<file path="src/rtl/exc_entry_pkg.sv">
package exc_entry_pkg;

    localparam int unsigned XLEN      = 32;
    localparam int unsigned CODE_W    = 5;
    localparam int unsigned VEC_SHIFT = 8;
    localparam int unsigned PC_STEP   = 4;

    localparam logic [XLEN-1:0] HIVEC_BASE = 32'hF000_0000;

    // live status register bit positions
    localparam int unsigned SR_SUP     = 0;
    localparam int unsigned SR_IRQ_EN  = 1;
    localparam int unsigned SR_TICK_EN = 2;
    localparam int unsigned SR_DMMU_EN = 3;
    localparam int unsigned SR_IMMU_EN = 4;
    localparam int unsigned SR_HIVEC   = 5;
    localparam int unsigned SR_DSX     = 6;

    // power-management register bit positions
    localparam int unsigned PM_DOZE  = 0;
    localparam int unsigned PM_SLEEP = 1;

    typedef enum logic [1:0] {
        SRC_NONE,
        SRC_SYNC,
        SRC_TICK,
        SRC_EXT
    } exc_src_e;

    typedef struct packed {
        exc_src_e          src;
        logic [CODE_W-1:0] code;
    } exc_sel_t;

    typedef struct packed {
        logic [XLEN-1:0] epc;
        logic            eear_we;
        logic [XLEN-1:0] eear;
        logic [XLEN-1:0] esr;
        logic [XLEN-1:0] sr;
        logic [XLEN-1:0] pmr;
    } exc_state_t;

    function automatic logic code_in_range(input logic [CODE_W-1:0] c,
                                           input int unsigned n);
        return (c != '0) && (32'(c) < n);
    endfunction

    function automatic logic [XLEN-1:0] entry_sr(input logic [XLEN-1:0] sr,
                                                 input logic dslot);
        logic [XLEN-1:0] r;
        r = sr;
        r[SR_SUP]     = 1'b1;
        r[SR_IRQ_EN]  = 1'b0;
        r[SR_TICK_EN] = 1'b0;
        r[SR_DMMU_EN] = 1'b0;
        r[SR_IMMU_EN] = 1'b0;
        r[SR_DSX]     = dslot;
        return r;
    endfunction

endpackage

</file>
<file path="src/rtl/exc_arbiter.sv">
module exc_arbiter
    import exc_entry_pkg::*;
#(
    parameter logic [CODE_W-1:0] CODE_TICK = 5'd5,
    parameter logic [CODE_W-1:0] CODE_EXT  = 5'd8
) (
    input  logic              exc_valid_i,
    input  logic [CODE_W-1:0] exc_code_i,
    input  logic              irq_req_i,
    input  logic              tick_req_i,
    input  logic              irq_en_i,
    input  logic              tick_en_i,
    output exc_sel_t          sel_o
);

    logic irq_take;
    logic tick_take;

    assign irq_take  = irq_req_i  & irq_en_i;
    assign tick_take = tick_req_i & tick_en_i;

    // synchronous first, then timer, then external
    always_comb begin
        sel_o.src  = SRC_NONE;
        sel_o.code = '0;
        if (exc_valid_i) begin
            sel_o.src  = SRC_SYNC;
            sel_o.code = exc_code_i;
        end else if (tick_take) begin
            sel_o.src  = SRC_TICK;
            sel_o.code = CODE_TICK;
        end else if (irq_take) begin
            sel_o.src  = SRC_EXT;
            sel_o.code = CODE_EXT;
        end
    end

endmodule

</file>
<file path="src/rtl/exc_state_calc.sv">
module exc_state_calc
    import exc_entry_pkg::*;
#(
    parameter logic [CODE_W-1:0] CODE_SYSCALL = 5'd12,
    parameter logic [CODE_W-1:0] CODE_ILLEGAL = 5'd7
) (
    input  logic [CODE_W-1:0] code_i,
    input  logic [XLEN-1:0]   pc_i,
    input  logic              dslot_i,
    input  logic [XLEN-1:0]   sr_i,
    input  logic [XLEN-1:0]   pmr_i,
    output exc_state_t        st_o
);

    logic [XLEN-1:0] pc_back;
    logic [XLEN-1:0] pc_fwd;

    // delay-slot correction first, system-call step after it
    assign pc_back = dslot_i ? XLEN'(PC_STEP) : '0;
    assign pc_fwd  = (code_i == CODE_SYSCALL) ? XLEN'(PC_STEP) : '0;

    always_comb begin
        st_o.epc     = pc_i - pc_back + pc_fwd;
        st_o.eear_we = (code_i == CODE_ILLEGAL);
        st_o.eear    = pc_i;
        st_o.esr     = sr_i;
        st_o.sr      = entry_sr(sr_i, dslot_i);
        st_o.pmr           = pmr_i;
        st_o.pmr[PM_DOZE]  = 1'b0;
        st_o.pmr[PM_SLEEP] = 1'b0;
    end

endmodule

</file>
<file path="src/rtl/exc_vector_gen.sv">
module exc_vector_gen
    import exc_entry_pkg::*;
(
    input  logic [CODE_W-1:0] code_i,
    input  logic              vbase_cfg_i,
    input  logic [XLEN-1:0]   vbase_i,
    input  logic              hivec_i,
    output logic [XLEN-1:0]   vec_o
);

    localparam int unsigned PAD_W = XLEN - CODE_W - VEC_SHIFT;

    logic [XLEN-1:0] offset;

    assign offset = {{PAD_W{1'b0}}, code_i, {VEC_SHIFT{1'b0}}};
    assign vec_o  = offset
                  | (vbase_cfg_i ? vbase_i    : '0)
                  | (hivec_i     ? HIVEC_BASE : '0);

endmodule

</file>
<file path="src/rtl/exc_entry_ctrl.sv">
module exc_entry_ctrl
    import exc_entry_pkg::*;
#(
    parameter int unsigned       NUM_EXC      = 14,
    parameter logic [CODE_W-1:0] CODE_SYSCALL = 5'd12,
    parameter logic [CODE_W-1:0] CODE_ILLEGAL = 5'd7,
    parameter logic [CODE_W-1:0] CODE_TICK    = 5'd5,
    parameter logic [CODE_W-1:0] CODE_EXT     = 5'd8
) (
    input  logic              clk_i,
    input  logic              rst_i,
    input  logic              exc_valid_i,
    input  logic [CODE_W-1:0] exc_code_i,
    input  logic              irq_req_i,
    input  logic              tick_req_i,
    input  logic [XLEN-1:0]   pc_i,
    input  logic              dslot_i,
    input  logic [XLEN-1:0]   sr_i,
    input  logic [XLEN-1:0]   pmr_i,
    input  logic              vbase_cfg_i,
    input  logic [XLEN-1:0]   vbase_i,
    output logic              commit_o,
    output logic              fatal_o,
    output logic              flush_o,
    output logic              lock_clr_o,
    output logic              dslot_clr_o,
    output logic [CODE_W-1:0] code_o,
    output logic [XLEN-1:0]   epc_o,
    output logic              eear_we_o,
    output logic [XLEN-1:0]   eear_o,
    output logic [XLEN-1:0]   esr_o,
    output logic [XLEN-1:0]   sr_o,
    output logic [XLEN-1:0]   pmr_o,
    output logic [XLEN-1:0]   pc_o
);

    exc_sel_t        sel;
    exc_state_t      st_next;
    logic [XLEN-1:0] vec_next;
    logic            accept;
    logic            in_range;
    logic            do_commit;

    exc_arbiter #(
        .CODE_TICK (CODE_TICK),
        .CODE_EXT  (CODE_EXT)
    ) u_arb (
        .exc_valid_i (exc_valid_i),
        .exc_code_i  (exc_code_i),
        .irq_req_i   (irq_req_i),
        .tick_req_i  (tick_req_i),
        .irq_en_i    (sr_i[SR_IRQ_EN]),
        .tick_en_i   (sr_i[SR_TICK_EN]),
        .sel_o       (sel)
    );

    exc_state_calc #(
        .CODE_SYSCALL (CODE_SYSCALL),
        .CODE_ILLEGAL (CODE_ILLEGAL)
    ) u_state (
        .code_i  (sel.code),
        .pc_i    (pc_i),
        .dslot_i (dslot_i),
        .sr_i    (sr_i),
        .pmr_i   (pmr_i),
        .st_o    (st_next)
    );

    exc_vector_gen u_vec (
        .code_i      (sel.code),
        .vbase_cfg_i (vbase_cfg_i),
        .vbase_i     (vbase_i),
        .hivec_i     (sr_i[SR_HIVEC]),
        .vec_o       (vec_next)
    );

    assign accept    = (sel.src != SRC_NONE);
    assign in_range  = code_in_range(sel.code, NUM_EXC);
    assign do_commit = accept & in_range;

    always_ff @(posedge clk_i) begin
        if (rst_i) begin
            commit_o    <= 1'b0;
            fatal_o     <= 1'b0;
            flush_o     <= 1'b0;
            lock_clr_o  <= 1'b0;
            dslot_clr_o <= 1'b0;
            eear_we_o   <= 1'b0;
            code_o      <= '0;
            epc_o       <= '0;
            eear_o      <= '0;
            esr_o       <= '0;
            sr_o        <= '0;
            pmr_o       <= '0;
            pc_o        <= '0;
        end else begin
            commit_o    <= do_commit;
            fatal_o     <= accept & ~in_range;
            flush_o     <= do_commit;
            lock_clr_o  <= do_commit;
            dslot_clr_o <= do_commit & dslot_i;
            eear_we_o   <= do_commit & st_next.eear_we;
            if (do_commit) begin
                code_o <= sel.code;
                epc_o  <= st_next.epc;
                esr_o  <= st_next.esr;
                sr_o   <= st_next.sr;
                pmr_o  <= st_next.pmr;
                pc_o   <= vec_next;
            end
            if (do_commit && st_next.eear_we) begin
                eear_o <= st_next.eear;
            end
        end
    end

    a_r9_zero_code_fatal: assert property (@(posedge clk_i) disable iff (rst_i)
        (exc_valid_i && exc_code_i == '0) |=> (fatal_o && !commit_o));

    a_r4_status_saved: assert property (@(posedge clk_i) disable iff (rst_i)
        commit_o |-> (esr_o == $past(sr_i)));

    a_r4_supervisor_entry: assert property (@(posedge clk_i) disable iff (rst_i)
        commit_o |-> (sr_o[SR_SUP] && !sr_o[SR_IRQ_EN] && !sr_o[SR_TICK_EN]
                      && !sr_o[SR_DMMU_EN] && !sr_o[SR_IMMU_EN]));

    a_r7_tick_wins: assert property (@(posedge clk_i) disable iff (rst_i)
        (!exc_valid_i && tick_req_i && sr_i[SR_TICK_EN]) |=> (code_o == CODE_TICK));

    a_r10_idle_quiet: assert property (@(posedge clk_i) disable iff (rst_i)
        (!exc_valid_i && !(tick_req_i && sr_i[SR_TICK_EN]) && !(irq_req_i && sr_i[SR_IRQ_EN]))
        |=> (!commit_o && !fatal_o && !flush_o && !eear_we_o));

    a_r5_flush_pulse: assert property (@(posedge clk_i) disable iff (rst_i)
        commit_o |-> (flush_o && lock_clr_o && !pmr_o[PM_DOZE] && !pmr_o[PM_SLEEP]));

    a_r8_sync_code_used: assert property (@(posedge clk_i) disable iff (rst_i)
        (exc_valid_i && code_in_range(exc_code_i, NUM_EXC)) |=> (commit_o && code_o == $past(exc_code_i)));

endmodule

</file>
<file path="config.mk">
export PLATFORM = sky130hd
export DESIGN_NAME = exc_entry_ctrl
export DESIGN_NICKNAME = d
export VERILOG_FILES = /design/src/rtl/exc_entry_pkg.sv /design/src/rtl/exc_arbiter.sv /design/src/rtl/exc_state_calc.sv /design/src/rtl/exc_vector_gen.sv /design/src/rtl/exc_entry_ctrl.sv
export SDC_FILE = /design/constraint.sdc
export NUM_CORES = 1
export LEC_CHECK = 0
export BUFFER_PORTS_ARGS = -buffer_cell sky130_fd_sc_hd__buf_2
export CAP_MARGIN = 20
export CORE_UTILIZATION = 45
export CTS_BUF_LIST = sky130_fd_sc_hd__clkbuf_2 sky130_fd_sc_hd__clkbuf_4 sky130_fd_sc_hd__clkbuf_8
export CTS_CLUSTER_DIAMETER = 200
export DETAILED_ROUTE_END_ITERATION = 6
export HOLD_SLACK_MARGIN = 0.03
export PLACE_DENSITY = 0.79
export SLEW_MARGIN = 40
export SYNTH_ARGS = -nofsm -noshare
export SYNTH_HDL_FRONTEND = slang
export SYNTH_SLANG_ARGS = --single-unit
export TNS_END_PERCENT = 5
</file>
<file path="constraint.sdc">
create_clock -name clk_i -period 2.68 [get_ports clk_i]
set_input_delay 0.268 -clock clk_i [delete_from_list [all_inputs] [get_ports clk_i]]
set_output_delay 0.268 -clock clk_i [all_outputs]
set_load 0.02 [all_outputs]
</file>
==> impl_metrics.yaml, run 1 <==
drt:
  vias: 8448
  wirelength_mm: 25.67
  drt_iter0_drc: 473
  postRouteAntennaNets: 0
  viasPerCell: 5.234
  firstDrtPassIters: 5
  drcViolationCount: 0
  wl_per_cell_microns: 15.91
clock_network:
  root_buffer: "clkbuf_8"
  clock_sinks: 169
  htreeDepth: 4
  cts_buffers: 17
  clkTransAtPathRegs_ns: 0.10
  worstSkewPairLatency_ns: 0.46
  cts_buffer_depth: 2
  cts_tree: "done"
logic_synthesis:
  ys_seq_area_share_pct: 42.32
  syn_inst: 1031
  synth_top_cell_by_area: "dfxtp_1"
  synthDistinctLibCells: 60
  netlist_area_sq_um: 7995
  async_reset_ff_share_pct: 0
  avgSynthCellArea_sq_um: 7.755
  synth_edf_count: 0
  synth_top_area_share_pct: 42.32
  synth-main-ff-cell: "dfxtp_1"
  yosys-top-cells-area: "dfxtp_1 (42%), nand2_1 (13%), a21oi_1 (11%)"
  yosys_register_bits: 169
  yosysWarnings: 0
layout:
  nets: 1542
  post-route-util_pct: 61.54
  syn_to_final_growth_pct: 33.13
  drive_gt1_share_pct: 30.20
  instances_no_fill: 1614
floorplan:
  fp.dieW_microns: 135.3
  die_h_microns: 135.3
  start_util_pct: 46.22
  die_area_sq_um: 18300
  ios: 343
  design.core.area_sq_um: 17300
  rows: 48
sta:
  finalMaxSlewViolations: 0
  finalHoldViolations: 0
  tns_ns: 0
  clock_skew_ns: 0
  min_period_ns: 2.639
  setup_viol: 0
  finalWorstSetupSlack_ns: 0.04076
  rsz0062_at_grt: "yes"
  timing.hold.ws_ns: 0.05482
  tightest_slew_ns: 0.5804
  timing.final.crit_share_pct: 98.48
  max_freq_mhz: 378.9
  relSlewSlack_pct: 61.31
power:
  ir_drop_mv: 0.3022
  p_leak_nw: 5.134
  power_density_nw_per_um2: 578.5
critical_path:
  worst-setup-path-type: "in -> reg"
  cp_max_fo: 4
  worstPathRequired_ns: 3.08
  start_kind: "input port"
  arrival_ns: 3.04
  setup.worst_path.end_class: "flop"
hold_path:
  hold_path.class: "in -> reg"
placed_design:
  place_inst: 1520
  dp_hpwl_mm: 17.77
  numPortBuffers: 334
  gp_congestion: 0.9093
  dp_worst_setup_slack_ns: -0.5112
global_route:
  grt_pass1_wl_mm: 39.13
  grt_pass1_vias: 7677
  grt_overflow_total: 0
  antenna_found_initial: 6
  track_usage_pct: 27.21
  grt_max_degree: 91
outcome:
  status: "completed"
run:
  drv_cap: 0
## final cells by class
class	count	area, sq um
multi-input combinational	721	3945
antenna	5	12.51
inverter	43	161.4
sequential	169	3383
clock buffer	17	234.0
fill	1549	6653
tap	225	281.5
clock inverter	15	132.6
timing repair buffer	419	2494
## synth_stat cells, types with 2 or more instances
cell      instances
a221oi_1          2
nor3_1           16
buf_4            36
nand4_1          12
xnor2_1          10
o21ai_1           4
and3_1            3
buf_2            27
nand2_1         271
nor3b_1           4
o21a_1            5
a21oi_1         171
a31oi_1           4
xor2_1           12
nor2_1           34
inv_1            43
clkbuf_1         37
o21ai_0          14
nand2b_1          4
and2_1            4
o21bai_1          2
or3_1             2
o211ai_1          4
nor4_1            5
o22ai_1           2
a211oi_1         12
nand3b_1          6
a21o_1           14
nand3_1          32
buf_6             2
a21boi_2          3
dfxtp_1         169
a211o_1           4
nand4b_1          2
o31a_1            2
o21ai_2           2
ha_1             30
o41ai_1           2
a311oi_1          2
## metrics by stage
step	total power [mW]	area (sq um)
floorplan	3.873	8020
global placement	4.348	9671
detailed placement	4.370	9671
CTS	6.158	10610
global route	6.453	10640
finish	6.157	10640
## placed cells by master, fill, tap and decap left out, types with 6 or more instances in the layout
cell	Yosys	layout
conb_1	1	6
nand3_1	32	32
nand3b_1	6	6
nand4_1	12	12
xor2_1	12	12
dfxtp_1	169	169
buf_4	36	26
clkbuf_8	0	17
nand2_1	271	271
a21o_1	14	14
dlygate4sd3_1	0	56
nor2_1	34	32
a21oi_1	171	170
inv_1	43	43
ha_1	30	28
a211oi_1	12	12
inv_6	0	6
buf_2	27	333
nor3_1	16	16
o21ai_0	14	13
xnor2_1	10	10
## sequential cells by signal, summed over array words and instances, names as in the netlist, 2 cells and up
name / cells
eear_o: 32
epc_o: 32
esr_o: 32
pc_o: 32
pmr_o: 30
code_o: 5
sr_o: 2
## worst max-delay path, stage by stage
cell and delay, ns:
buf_2 0.09, nor2b_4 0.14, nand4_1 0.18, fa_1 0.53, inv_1 0.06, ha_2 0.20
o211ai_1 0.24, a21boi_2 0.10, a22o_4 0.25, a22oi_2 0.21, a41o_4 0.26, o221ai_2 0.12
nor4_2 0.25, a211o_1 0.13
## path summary, 6_finish.rpt
path | from | endpoint | slack [ns] | cells past startpoint
worst max-delay path | exc_code_i[2] | epc_o[31] | 0.04 | 14
worst min-delay path | pc_i[0] | epc_o[0] | 0.05 | 3
worst max register to register | epc_o[30] | epc_o[30] | 1.86 | 3
worst min register to register | pc_o[15] | pc_o[15] | 0.45 | 2
## report_power, final
part	total, mW	internal, mW	leakage [nW]	switching (mW)
combinational	1.63	0.619	3.57	1.01
sequential	2.78	2.69	1.39	0.0966
clock	1.74	0.675	0.181	1.07
total	6.16	3.98	5.13	2.18
## cells by family after synthesis
family,after synthesis,share of synthesized area (%)
other cells,1,0.04690
buf+inv,146,9.155
flops,169,42.32
compound gates,263,19.88
simple gates,399,21.25
xor+xnor,22,2.410
fa+ha+maj,31,4.945
## routing by layer
metal	wire (microns)	vias up	track usage (%)
li1	-	4109	-
met1	10020	3892	31.70
met4	1076	2	14.11
met3	1867	71	6.659
met2	12700	374	46.15
met5	13	-	0
## repair_timing
item,in CTS,in global routing
hold endpoints to repair,56,0
resized for setup,2,6
endpoints found under the setup margin,4,12
buffers inserted,0,1
hold buffers,56,0
pin swaps,4,4
Note: power is estimated with default switching activity, not from simulation.
==> run 2, diff against run 1 <==
- CELL_PAD_IN_SITES_DETAIL_PLACEMENT: default -> 0
- CELL_PAD_IN_SITES_GLOBAL_PLACEMENT: default -> 1
- CORE_UTILIZATION: 45 -> 31
- PLACE_DENSITY: 0.79 -> default
- PLACE_DENSITY_LB_ADDON: default -> 0.1
==> run 2 against run 1 <==
Non-clock buffer count rose by 18. Highest routed layer is now met4. Cell count rose by 7.2%. Largest cell class unchanged. Largest power group unchanged. Count of clock-buffer cells in the layout rose by 1. Via count fell by 4.3%. Power rose by 1.7%. Register-to-register slack got worse by 0.03 ns. Global-route usage fell by 7.5 points. Combinational power rose by 4%. The run now ends with negative setup slack left. Critical path type unchanged.
==> impl_metrics.yaml, run 2 (synthesis results as in run 1) <==
clock_network:
  clkTransAtPathRegs_ns: 0.10
  cts_buffer_depth: 2
  worstSkewPairLatency_ns: 0.45
  root_buffer: "clkbuf_8"
  cts_buffers: 17
  cts_tree: "done"
  htreeDepth: 4
  clock_sinks: 169
drt:
  m1WireLength_mm: 12.19
  drt_iter0_drc: 475
  drcViolationCount: 0
  route.met2.wl_mm: 13.51
  firstDrtPassIters: 4
  postRouteAntennaNets: 0
  viasPerCell: 4.672
  wl_met3_mm: 1.133
  vias: 8088
  top_layer_used: "met4"
  wl_per_cell_microns: 15.65
  wirelength_mm: 27.08
critical_path:
  worstPathRequired_ns: 3.03
  cp_top_family: "compound AO/OA/AOI/OAI gates"
  crit_chain: "buf_4, nor2_4, nand4_1, fa_1, inv_2, ha_4, o211ai_1, a21boi_2, a22o_4, a22oi_2, a41o_4, o21a_1, nor4_1, a211o_1"
  cpPeakStageDelay_ns: 0.55
  cp_max_fo: 4
  setup.worst_path.end_class: "flop"
  arrival_ns: 3.05
  start_kind: "input port"
  crit_buf_inv: 2
  worst-setup-path-type: "in -> reg"
  cpMaxStageDelayCell: "fa_1"
floorplan:
  ios: 343
  die_area_sq_um: 26440
  start_util_pct: 31.66
  fp.dieW_microns: 162.6
  design.core.area_sq_um: 25250
  die_h_microns: 162.6
  rows: 58
sta:
  clock_skew_ns: 0
  rsz0062_at_grt: "yes"
  finalWorstSetupSlack_ns: -0.02282
  timing.final.crit_share_pct: 100.9
  min_period_ns: 2.703
  relSlewSlack_pct: 50.07
  max_freq_mhz: 370.0
  tns_ns: -0.02283
  tightest_slew_ns: 0.7482
  finalHoldViolations: 0
  finalMaxSlewViolations: 0
  setup_viol: 2
global_route:
  grt_max_degree: 75
  antenna_found_initial: 0
  grt_pass1_wl_mm: 40.62
  track_usage_pct: 19.68
  grt_overflow_total: 0
  grt_pass1_vias: 7373
layout:
  nets: 1560
  final_cell_mix: "buf_2 (331), nand2_1 (271), a21oi_1 (171), dfxtp_1 (169), dlygate4sd3_1 (64)"
  n_antenna_cell: 0
  drive_gt1_share_pct: 30.69
  syn_to_final_growth_pct: 37.68
  mostFrequentLayoutCell: "buf_2"
  post-route-util_pct: 43.59
  instances_no_fill: 1731
placed_design:
  dp_worst_setup_slack_ns: -0.4839
  place_inst: 1632
  gp_congestion: 0.7795
  numPortBuffers: 334
  dp_hpwl_mm: 19.80
outcome:
  status: "complete, but fails checks"
  violations: "negative setup slack"
power:
  finalPower_mw: 6.264
  power_density_nw_per_um2: 569.1
  ir_drop_mv: 0.2633
  p_leak_nw: 5.245
hold_path:
  hold_path.class: "in -> reg"
run:
  drv_cap: 0
[run 2: cell count changes in the layout (fill, tap and decap cells not counted), moves of 2 or more]
cell / change
buf_12: +3
buf_4: +8
ha_4: +2
buf_2: -2
ha_2: -2
diode_2: -5
dlygate4sd3_1: +8
[run 2: power breakdown]
part           switching [mW]  internal, mW  total (mW)
clock                    1.03         0.768        1.80
sequential             0.0938          2.69        2.78
combinational            1.02         0.663        1.69
[run 2: worst paths after layout]
kind	from	to	slack [ns]	cells past startpoint
max	exc_code_i[0]	epc_o[29]	-0.02	14
min	pc_i[17]	eear_o[17]	0.07	3
min reg2reg	epc_o[14]	epc_o[14]	0.45	2
max reg2reg	epc_o[30]	epc_o[30]	1.83	3
[run 2: through the flow]
stage / hold slack, ns / area [sq um]
6_report: 0.07142 / 11010
5_1_grt: 0.03826 / 11010
4_1_cts: 0.03024 / 10910
3_5_place_dp: 0.4411 / 9892
3_3_place_gp: 0.4363 / 9892
2_1_floorplan: 0.3897 / 8020
[run 2: timing repair]
| item | 4_1_cts | 5_1_grt |
|---|---|---|
| setup buffers | 0 | 4 |
| hold endpoints to repair | 64 | 0 |
| setup endpoints to repair | 0 | 15 |
| hold buffers | 64 | 0 |
| resized for setup | 0 | 14 |
[run 2: layer usage]
metal | up-vias | GRT usage [%]
met1 | 3722 | 24.60
li1 | 4160 | -
met4 | 0 | 4.800
met3 | 12 | 3.361
met2 | 194 | 34.87
met5 | - | 0
[run 2: tightest hold or removal path: stages]
cell and delay, ns:
buf_2 0.12, nand2_1 0.05, a21oi_1 0.05
[run 2: final cells by class]
type | instances | area, sq um
fillers | 2701 | 14250
multi-input cells | 721 | 3983
flip-flops and latches | 169 | 3383
repair buffers | 437 | 2695
well taps | 330 | 412.9
clock buffers | 18 | 241.5
inverters | 43 | 161.4
clock inverters | 13 | 131.4
==> run 3, diff against run 2 <==
- MAX_ROUTING_LAYER: default -> met4
==> run 3 against run 2 <==
The flow still finishes with violations (negative setup slack). Non-clock buffer count stayed put. Die area stayed put. Global-route usage is 0.61 points higher. Clock power hardly changed. Clock skew stayed put. Wire length is 0.21% lower. Critical path type unchanged. Largest cell class unchanged. Largest power group unchanged.
==> impl_metrics.yaml, run 3 (synthesis results as in run 1) <==
power:
  ir_drop_mv: 0.2631
  combPwrFrac_pct: 26.9
  switching_share_pct: 34.32
  p_sw_mw: 2.152
  internal-power_mw: 4.117
  p_leak_nw: 5.245
  power_density_nw_per_um2: 569.5
  seqPwrFrac_pct: 44.3
  clockPowerShare_pct: 28.8
drt:
  wl_per_cell_microns: 15.61
  wirelength_mm: 27.02
  firstDrtPassIters: 4
  drt_iter0_drc: 485
  viasPerCell: 4.672
  drcViolationCount: 0
  vias: 8087
  postRouteAntennaNets: 0
critical_path:
  setup.worst_path.end_class: "flop"
  cpPeakStageDelay_ns: 0.55
  crit_start: "exc_code_i[0]"
  crit_buf_inv: 2
  cp_top_family: "compound AO/OA/AOI/OAI gates"
  cpMaxStageDelayCell: "fa_1"
  crit_path_end: "epc_o[29]"
  worstPathRequired_ns: 3.03
  r2r_slack_ns: 1.83
  start_kind: "input port"
  timing.rr.end: "epc_o[30]"
  cp_max_fo: 4
  reg2regPathDepth: 3
  worstReg2RegStart: "epc_o[30]"
  cp_num_cells: 14
  worst-setup-path-type: "in -> reg"
  arrival_ns: 3.04
  crit_chain: "buf_4, nor2_4, nand4_1, fa_1, inv_2, ha_4, o211ai_1, a21boi_2, a22o_4, a22oi_2, a41o_4, o21a_1, nor4_1, a211o_1"
layout:
  syn_to_final_growth_pct: 37.68
  drive_gt1_share_pct: 30.69
  instances_no_fill: 1731
  mostFrequentLayoutCell: "buf_2"
  n_antenna_cell: 0
  fin_area_sq_um: 11010
  nets: 1560
  final_cell_mix: "buf_2 (331), nand2_1 (271), a21oi_1 (171), dfxtp_1 (169), dlygate4sd3_1 (64)"
sta:
  clock_skew_ns: 0
  relSlewSlack_pct: 50.58
  max_freq_mhz: 371.1
  rsz0062_at_grt: "yes"
  min_period_ns: 2.695
  timing.final.crit_share_pct: 100.6
  finalHoldViolations: 0
  setup_viol: 1
  finalMaxSlewViolations: 0
  tightest_slew_ns: 0.7405
  finalWorstSetupSlack_ns: -0.01484
placed_design:
  numPortBuffers: 334
  placed_cell_area_sq_um: 9892
  gp_congestion: 0.7902
  dp_hpwl_mm: 19.80
  place_inst: 1632
outcome:
  status: "complete, but fails checks"
  violations: "negative setup slack"
global_route:
  grt_overflow_total: 0
  grt_pass1_vias: 7397
  grt_pass1_wl_mm: 40.61
  grt_max_degree: 75
  antenna_found_initial: 0
  track_usage_pct: 20.28
clock_network:
  cts_tree: "done"
  cts_buffer_depth: 2
  worstSkewPairLatency_ns: 0.45
  cts_buffers: 17
  htreeDepth: 4
  clock_sinks: 169
  root_buffer: "clkbuf_8"
  clkTransAtPathRegs_ns: 0.10
hold_path:
  hold_path.class: "in -> reg"
floorplan:
  die_h_microns: 162.6
  fp.dieW_microns: 162.6
  ios: 343
  start_util_pct: 31.66
  design.core.area_sq_um: 25250
  rows: 58
  die_area_sq_um: 26440
run:
  drv_cap: 0
[run 3: cell counts in the layout (fill, tap and decap cells not counted)]
No cell type changed its count.
[run 3: power by group through the flow]
stage	sequential [mW]	combinational, mW	clock, mW
6_report	2.78	1.69	1.80
5_1_grt	2.80	1.85	2.00
4_1_cts	2.78	1.68	1.90
3_5_place_dp	2.84	1.60	0
3_3_place_gp	2.84	1.61	0
2_1_floorplan	3.05	0.826	0
[run 3: worst min-delay path by stage]
stage               slack, ns     endpoint  startpoint  cells after the start
floorplan                0.39  dslot_clr_o     dslot_i                      1
global placement         0.44     pc_o[18]    pc_o[18]                      2
detailed placement       0.44     pc_o[13]    pc_o[13]                      2
CTS                      0.03     pmr_o[8]    pmr_i[8]                      3
global route             0.03   eear_o[16]    pc_i[16]                      3
finish                   0.07     pmr_o[8]    pmr_i[8]                      3
[run 3: worst register-to-register path, stage by stage, from the launching register on]
cell,delay (ns)
dfxtp_1,0.34
nand3b_1,0.08
o41ai_1,0.07
a211o_1,0.27
[run 3: what timing repair did]
action | 4_1_cts | 5_1_grt
endpoints found under the hold margin | 64 | 0
setup endpoints to repair | 0 | 15
hold buffers | 64 | 0
resized for setup | 0 | 14
setup buffers | 0 | 4
[run 3: layout make-up]
class,instances,area (sq um)
clock buffers,18,241.5
clock inverters,13,131.4
fillers,2701,14250
inverters,43,161.4
multi-input cells,721,3983
flip-flops and latches,169,3383
well taps,330,412.9
repair buffers,437,2695
[run 3: stage by stage]
step / hold slack (ns) / total power, mW / setup WS [ns] / TNS (ns) / utilization, %
floorplan: 0.3897 / 3.873 / -0.02690 / -0.07574 / -
global placement: 0.4363 / 4.441 / -0.4473 / -6.590 / 39.17
detailed placement: 0.4411 / 4.442 / -0.4839 / -7.816 / 39.17
CTS: 0.03024 / 6.362 / 0.01592 / 0 / 43.18
global route: 0.03345 / 6.653 / -0.1036 / -0.2622 / 43.59
finish: 0.06689 / 6.269 / -0.01484 / -0.01484 / 43.59
[run 3: per-layer routing]
layer | share of wire, % | GRT usage [%] | up-vias
met5 | 0 | - | -
met4 | 0.83 | 4.418 | 0
met3 | 4.3 | 3.310 | 15
met2 | 50 | 35.10 | 208
met1 | 45 | 24.65 | 3705
li1 | - | - | 4159
